==> config.mk <==
export PLATFORM = sky130hd
export DESIGN_NAME = fracn_ratio_gen
export DESIGN_NICKNAME = d
export VERILOG_FILES = /design/src/rtl/nfd_pkg.sv /design/src/rtl/nfd_mod_acc.sv /design/src/rtl/nfd_shaper.sv /design/src/rtl/nfd_counter.sv /design/src/rtl/fracn_ratio_gen.sv
export SDC_FILE = /design/constraint.sdc
export NUM_CORES = 1
export LEC_CHECK = 0
export BUFFER_PORTS_ARGS = -buffer_cell sky130_fd_sc_hd__buf_2
export CORE_ASPECT_RATIO = 1.75
export CORE_MARGIN = 2
export CORE_UTILIZATION = 45
export DETAILED_ROUTE_END_ITERATION = 8
export PLACE_DENSITY = 0.61
export SLEW_MARGIN = 15
export SYNTH_ARGS = -nofsm -noshare
export SYNTH_HDL_FRONTEND = slang
export SYNTH_HIERARCHICAL = 1
export SYNTH_SLANG_ARGS = --single-unit
==> constraint.sdc <==
create_clock -name clk -period 27.2 [get_ports clk]
set_input_delay 1.36 -clock clk [delete_from_list [all_inputs] [get_ports clk]]
set_output_delay 1.36 -clock clk [all_outputs]
set_load 0.01 [all_outputs]
==> src/rtl/nfd_pkg.sv <==
// Package: shared default widths and the signed offset type of the
// fractional ratio generator. Assumes a third-order modulator (offset -3..+4).
package nfd_pkg;
    localparam int NFD_INT_W  = 9;
    localparam int NFD_MOD_W  = 12;
    localparam int NFD_STAGES = 3;
    localparam int NFD_OFS_W  = 4;
    typedef logic signed [NFD_OFS_W-1:0] nfd_ofs_t;
endpackage

==> src/rtl/nfd_mod_acc.sv <==
// First-order accumulator that wraps modulo a programmable modulus.
// Assumes add_i < mod_i and mod_i >= 2; next_o is the value after a step,
// carry_o is set when the step wraps.
module nfd_mod_acc #(
    parameter int MOD_W = nfd_pkg::NFD_MOD_W
) (
    input  logic             clk,
    input  logic             rst_n,
    input  logic             clr,
    input  logic             step,
    input  logic [MOD_W-1:0] mod_i,
    input  logic [MOD_W-1:0] add_i,
    output logic             carry_o,
    output logic [MOD_W-1:0] next_o
);
    logic [MOD_W-1:0] acc_q;
    logic [MOD_W:0]   raw;
    logic [MOD_W:0]   wrapped;

    // Sum and wrap the candidate next value
    always_comb begin
        raw     = {1'b0, acc_q} + {1'b0, add_i};
        carry_o = (raw >= {1'b0, mod_i});
        wrapped = carry_o ? (raw - {1'b0, mod_i}) : raw;
        next_o  = wrapped[MOD_W-1:0];
    end

    // Hold the accumulator, cleared on reset or configuration apply
    always_ff @(posedge clk) begin
        if (!rst_n || clr) begin
            acc_q <= '0;
        end else if (step) begin
            acc_q <= next_o;
        end
    end

    // the stored value never reaches the modulus
    p_acc_below_mod_r9: assert property (@(posedge clk) disable iff (!rst_n)
        acc_q < mod_i);
endmodule

==> src/rtl/nfd_shaper.sv <==
// Combines three accumulator carries through 1, (1-z^-1), (1-z^-1)^2
// into a signed offset. Histories advance on step and clear on clr.
module nfd_shaper (
    input  logic             clk,
    input  logic             rst_n,
    input  logic             clr,
    input  logic             step,
    input  logic [2:0]       carry_i,
    output nfd_pkg::nfd_ofs_t offset_o
);
    logic c2_d, c3_d1, c3_d2;
    logic signed [3:0] pos_sum;
    logic signed [3:0] neg_sum;

    // Form the noise-shaped offset from present and past carries
    always_comb begin
        pos_sum  = $signed({3'b0, carry_i[0]}) + $signed({3'b0, carry_i[1]})
                 + $signed({3'b0, carry_i[2]}) + $signed({3'b0, c3_d2});
        neg_sum  = $signed({3'b0, c2_d}) + $signed({2'b0, c3_d1, 1'b0});
        offset_o = pos_sum - neg_sum;
    end

    // Shift carry histories once per modulator step
    always_ff @(posedge clk) begin
        if (!rst_n || clr) begin
            c2_d  <= 1'b0;
            c3_d1 <= 1'b0;
            c3_d2 <= 1'b0;
        end else if (step) begin
            c2_d  <= carry_i[1];
            c3_d1 <= carry_i[2];
            c3_d2 <= c3_d1;
        end
    end

    // a clear leaves no carry history behind
    p_hist_clear_r8: assert property (@(posedge clk) disable iff (!rst_n)
        clr |=> (!c2_d && !c3_d1 && !c3_d2));
endmodule

==> src/rtl/nfd_counter.sv <==
// Programmable cycle counter: terminal count flags the last clock of a
// period of ratio_i clocks. Assumes ratio_i >= 2 and changes only at tc_o.
module nfd_counter #(
    parameter int RAT_W = nfd_pkg::NFD_INT_W + 1
) (
    input  logic             clk,
    input  logic             rst_n,
    input  logic [RAT_W-1:0] ratio_i,
    output logic             tc_o
);
    logic [RAT_W-1:0] cnt_q;

    // Detect the last clock of the period
    always_comb tc_o = (cnt_q == (ratio_i - 1'b1));

    // Count up, reload to zero after terminal count
    always_ff @(posedge clk) begin
        if (!rst_n) begin
            cnt_q <= '0;
        end else if (tc_o) begin
            cnt_q <= '0;
        end else begin
            cnt_q <= cnt_q + 1'b1;
        end
    end

    // count stays inside the period and pulses are single clocks
    p_cnt_bound_r2: assert property (@(posedge clk) disable iff (!rst_n)
        cnt_q < ratio_i);
    p_single_pulse_r2: assert property (@(posedge clk) disable iff (!rst_n)
        tc_o |=> !tc_o);
endmodule

==> src/rtl/fracn_ratio_gen.sv <==
// Fractional-N ratio generator: stages configuration, applies it at a
// period boundary, steps a third-order modulo-MOD modulator once per
// division and divides clk by INT + offset. Assumes INT >= 31, MOD >= 2,
// FRAC < MOD.
module fracn_ratio_gen #(
    parameter int INT_W   = nfd_pkg::NFD_INT_W,
    parameter int MOD_W   = nfd_pkg::NFD_MOD_W,
    parameter int RST_INT = 64,
    parameter int RST_MOD = 2
) (
    input  logic               clk,
    input  logic               rst_n,
    input  logic [INT_W-1:0]   cfg_int,
    input  logic [MOD_W-1:0]   cfg_frac,
    input  logic [MOD_W-1:0]   cfg_mod,
    input  logic               cfg_load,
    output logic               div_pulse,
    output logic [INT_W:0]     cur_ratio
);
    localparam int RAT_W  = INT_W + 1;
    localparam int STAGES = nfd_pkg::NFD_STAGES;

    logic [INT_W-1:0] stage_int, act_int;
    logic [MOD_W-1:0] stage_frac, act_frac, stage_mod, act_mod;
    logic             pend_q;
    logic [RAT_W-1:0] ratio_q, ratio_next;
    logic             tc, apply, step;
    logic [STAGES-1:0] carry;
    logic [MOD_W-1:0] chain [0:STAGES];
    nfd_pkg::nfd_ofs_t offset;
    logic signed [RAT_W:0] ratio_sum;

    // Decide what the period end does
    always_comb begin
        apply = tc && pend_q;
        step  = tc && !pend_q;
    end

    // Stage configuration and remember that a load is waiting
    always_ff @(posedge clk) begin
        if (!rst_n) begin
            stage_int  <= INT_W'(RST_INT);
            stage_frac <= '0;
            stage_mod  <= MOD_W'(RST_MOD);
            pend_q     <= 1'b0;
        end else begin
            if (cfg_load) begin
                stage_int  <= cfg_int;
                stage_frac <= cfg_frac;
                stage_mod  <= cfg_mod;
            end
            if (cfg_load) begin
                pend_q <= 1'b1;
            end else if (tc) begin
                pend_q <= 1'b0;
            end
        end
    end

    // Move staged values into the active set at a boundary
    always_ff @(posedge clk) begin
        if (!rst_n) begin
            act_int  <= INT_W'(RST_INT);
            act_frac <= '0;
            act_mod  <= MOD_W'(RST_MOD);
        end else if (apply) begin
            act_int  <= stage_int;
            act_frac <= stage_frac;
            act_mod  <= stage_mod;
        end
    end

    assign chain[0] = act_frac;

    genvar gi;
    generate
        for (gi = 0; gi < STAGES; gi++) begin : g_acc
            nfd_mod_acc #(.MOD_W(MOD_W)) u_acc (
                .clk     (clk),
                .rst_n   (rst_n),
                .clr     (apply),
                .step    (step),
                .mod_i   (act_mod),
                .add_i   (chain[gi]),
                .carry_o (carry[gi]),
                .next_o  (chain[gi+1])
            );
        end
    endgenerate

    nfd_shaper u_shaper (
        .clk      (clk),
        .rst_n    (rst_n),
        .clr      (apply),
        .step     (step),
        .carry_i  (carry),
        .offset_o (offset)
    );

    // Add the signed offset to the active integer
    always_comb begin
        ratio_sum  = $signed({2'b0, act_int}) + $signed({{(RAT_W-3){offset[3]}}, offset});
        ratio_next = ratio_sum[RAT_W-1:0];
    end

    // Hold the ratio of the division in progress
    always_ff @(posedge clk) begin
        if (!rst_n) begin
            ratio_q <= RAT_W'(RST_INT);
        end else if (apply) begin
            ratio_q <= {1'b0, stage_int};
        end else if (step) begin
            ratio_q <= ratio_next;
        end
    end

    nfd_counter #(.RAT_W(RAT_W)) u_cnt (
        .clk     (clk),
        .rst_n   (rst_n),
        .ratio_i (ratio_q),
        .tc_o    (tc)
    );

    assign div_pulse = tc;
    assign cur_ratio = ratio_q;

    // ratio is held except at a period end
    p_ratio_hold_r3: assert property (@(posedge clk) disable iff (!rst_n)
        !tc |=> $stable(ratio_q));
    // ratio never strays more than the modulator range from INT
    p_offset_range_r4: assert property (@(posedge clk) disable iff (!rst_n)
        (($signed({2'b0, ratio_q}) - $signed({2'b0, act_int})) >= -3) &&
        (($signed({2'b0, ratio_q}) - $signed({2'b0, act_int})) <= 4));
    // a zero numerator gives a pure integer ratio
    p_integer_mode_r5: assert property (@(posedge clk) disable iff (!rst_n)
        (act_frac == '0) |-> (ratio_q == {1'b0, act_int}));
    // an applied load starts with the staged integer exactly
    p_apply_int_r8: assert property (@(posedge clk) disable iff (!rst_n)
        apply |=> (ratio_q == {1'b0, $past(stage_int)}));
endmodule

==> flow_summary.ini <==
[status]
status = completed

[cells_and_area]
drive_above_1_share = 0.140
area_delta_synth_final_pct = 10.3
diodes = 0
postLayoutCoreUtil = 0.504
final_cell_mix = 126 x dfxtp_1, 110 x nand2_1, 86 x ha_1
layout_commonest_cell = dfxtp_1
finalNetCount = 1236

[clock_tree]
worstSkewPairLatency_ns = 0.43
post_cts_buffers = 0
clock_tree.root_cell = clkbuf_16
cts_buffers = 17
cts_num_sinks = 126
htreeDepth = 4
clk_pin_slew_ns = 0.06
cts_tree = done
cts_buffer_depth = 2
postCtsHoldBufs = 0
post_cts_resized = 0

[route]
wl_per_cell_um = 17.3
vias_per_cell = 5.60
dr_total_vias = 7643
first_pass_iters = 4
routed_wl_mm = 23.5
antenna_left = 0
drcViolationCount = 0
drt_iter0_drc = 287

[global_routing]
grt_pass1_wl_mm = 38.4
track_usage = 0.220
grt_max_degree = 62
overflow = 0
antenna_found_initial = 0
grt_pass1_vias = 7677

[sta]
slew_headroom = 0.305
slew_violations = 0
fin_skew_ns = 0.0126
fin_tns_setup_ns = 0
worst_slew_pin_slew_ns = 1.04
finalWorstPathRequiredPeriod_ns = 13.99
hold_viol = 0
rsz0062_at_grt = no
fmax_mhz = 71.5
fin_crit_sh = 0.514
setup_viol = 0

[logic_synthesis]
yosysWarnings = 6
syn_nets = 1202
synth_area_per_cell_um2 = 8.67
synthCells = 1070
syn-cell-area_um2 = 9280

[worst_setup_path]
critPathArrivalTime_ns = 14.37
start_kind = flip-flop
slowest_stage = o211a_1
required_ns = 27.58
crit_top_cell = ha_1
crit_type = flip-flop to flip-flop
crit_path_end_kind = flip-flop
crit_path_max_fanout = 17
cp_slowest_stage_delay_ns = 0.59

[floorplan]
die_h_um = 194
dieWidth_um = 113
start_util = 0.457
num_rows = 69
coreArea_um2 = 20300
die_area_um2 = 21800
ioPinCount = 47

[placement]
routabilityCongestion = 0.887
hpwl_mm = 18.1
numPortBuffers = 46

[power]
p_per_area_nw_per_um2 = 42.4
irDropWorstVdd_uv = 76.5
p_leak_nw = 4.54

[run]
maxCapViolations = 0

[worst_hold_path]
hp-class = flip-flop to flip-flop
critical path, delay by kind of cell (launching register included):
kind | cells | cell delay (ns)
and+or+nand+nor | 11 | 2.37
AOI/OAI and AO/OA | 23 | 5.98
xor gates and xnor gates | 3 | 0.53
adders and majority gates | 11 | 3.73
DFF | 1 | 0.33
buffers and inverters | 6 | 0.55
muxes | 1 | 0.44
registers in the layout, summed over array words and instances, names as in the netlist, 9 cells and up:
register and flops:
g_acc.u_acc/acc_q 36, act_frac 12, act_mod 12, stage_frac 12
stage_mod 12, cur_ratio 10, u_cnt/cnt_q 10, act_int 9
stage_int 9
worst paths after layout:
| kind | start | endpoint | slack, ns | cells after the start |
|---|---|---|---|---|
| setup reg to reg | act_frac[0] | cur_ratio[6] | 13.21 | 55 |
| hold reg to reg | stage_frac[10] | act_frac[10] | 0.45 | 2 |
| hold / removal | stage_frac[10] | act_frac[10] | 0.45 | 2 |
| setup / recovery | act_frac[0] | cur_ratio[6] | 13.21 | 55 |
layout make-up:
type / count / area (µm²)
Clock buffer: 17 / 425
Clock inverter: 14 / 156
Fill cell: 1972 / 10100
Inverter: 89 / 334
Multi-Input combinational cell: 817 / 6200
Sequential cell: 126 / 2520
Tap cell: 248 / 310
Timing Repair Buffer: 53 / 283
report_power, final:
part / switching [mW] / internal [mW]
clock: 0.0931 / 0.136
combinational: 0.00739 / 0.00667
sequential: 0.00281 / 0.188
through the flow:
stage / std cells / power (mW) / instance area, µm² / hold slack, ns / worst slack (ns)
2_1_floorplan: 1070 / 0.204 / 9280 / 0.431 / 15.03
3_3_place_gp: 1333 / 0.209 / 9650 / 0.440 / 13.51
3_5_place_dp: 1333 / 0.209 / 9650 / 0.444 / 13.30
4_1_cts: 1364 / 0.439 / 10200 / 0.452 / 13.24
5_1_grt: 1364 / 0.448 / 10200 / 0.472 / 12.14
6_report: 1364 / 0.434 / 10200 / 0.446 / 13.21
metal layers:
metal  vias to the layer above  part of all wire  routed length [µm]  track usage
li1                       3851                 -                   -            -
met3                        38             0.026                 612       0.0391
met5                         -                 0                   0            0
met1                      3639              0.40                9440        0.232
met2                       115              0.54               12700        0.421
met4                         0             0.033                 779       0.0944
(Power assumes the default switching activity.)
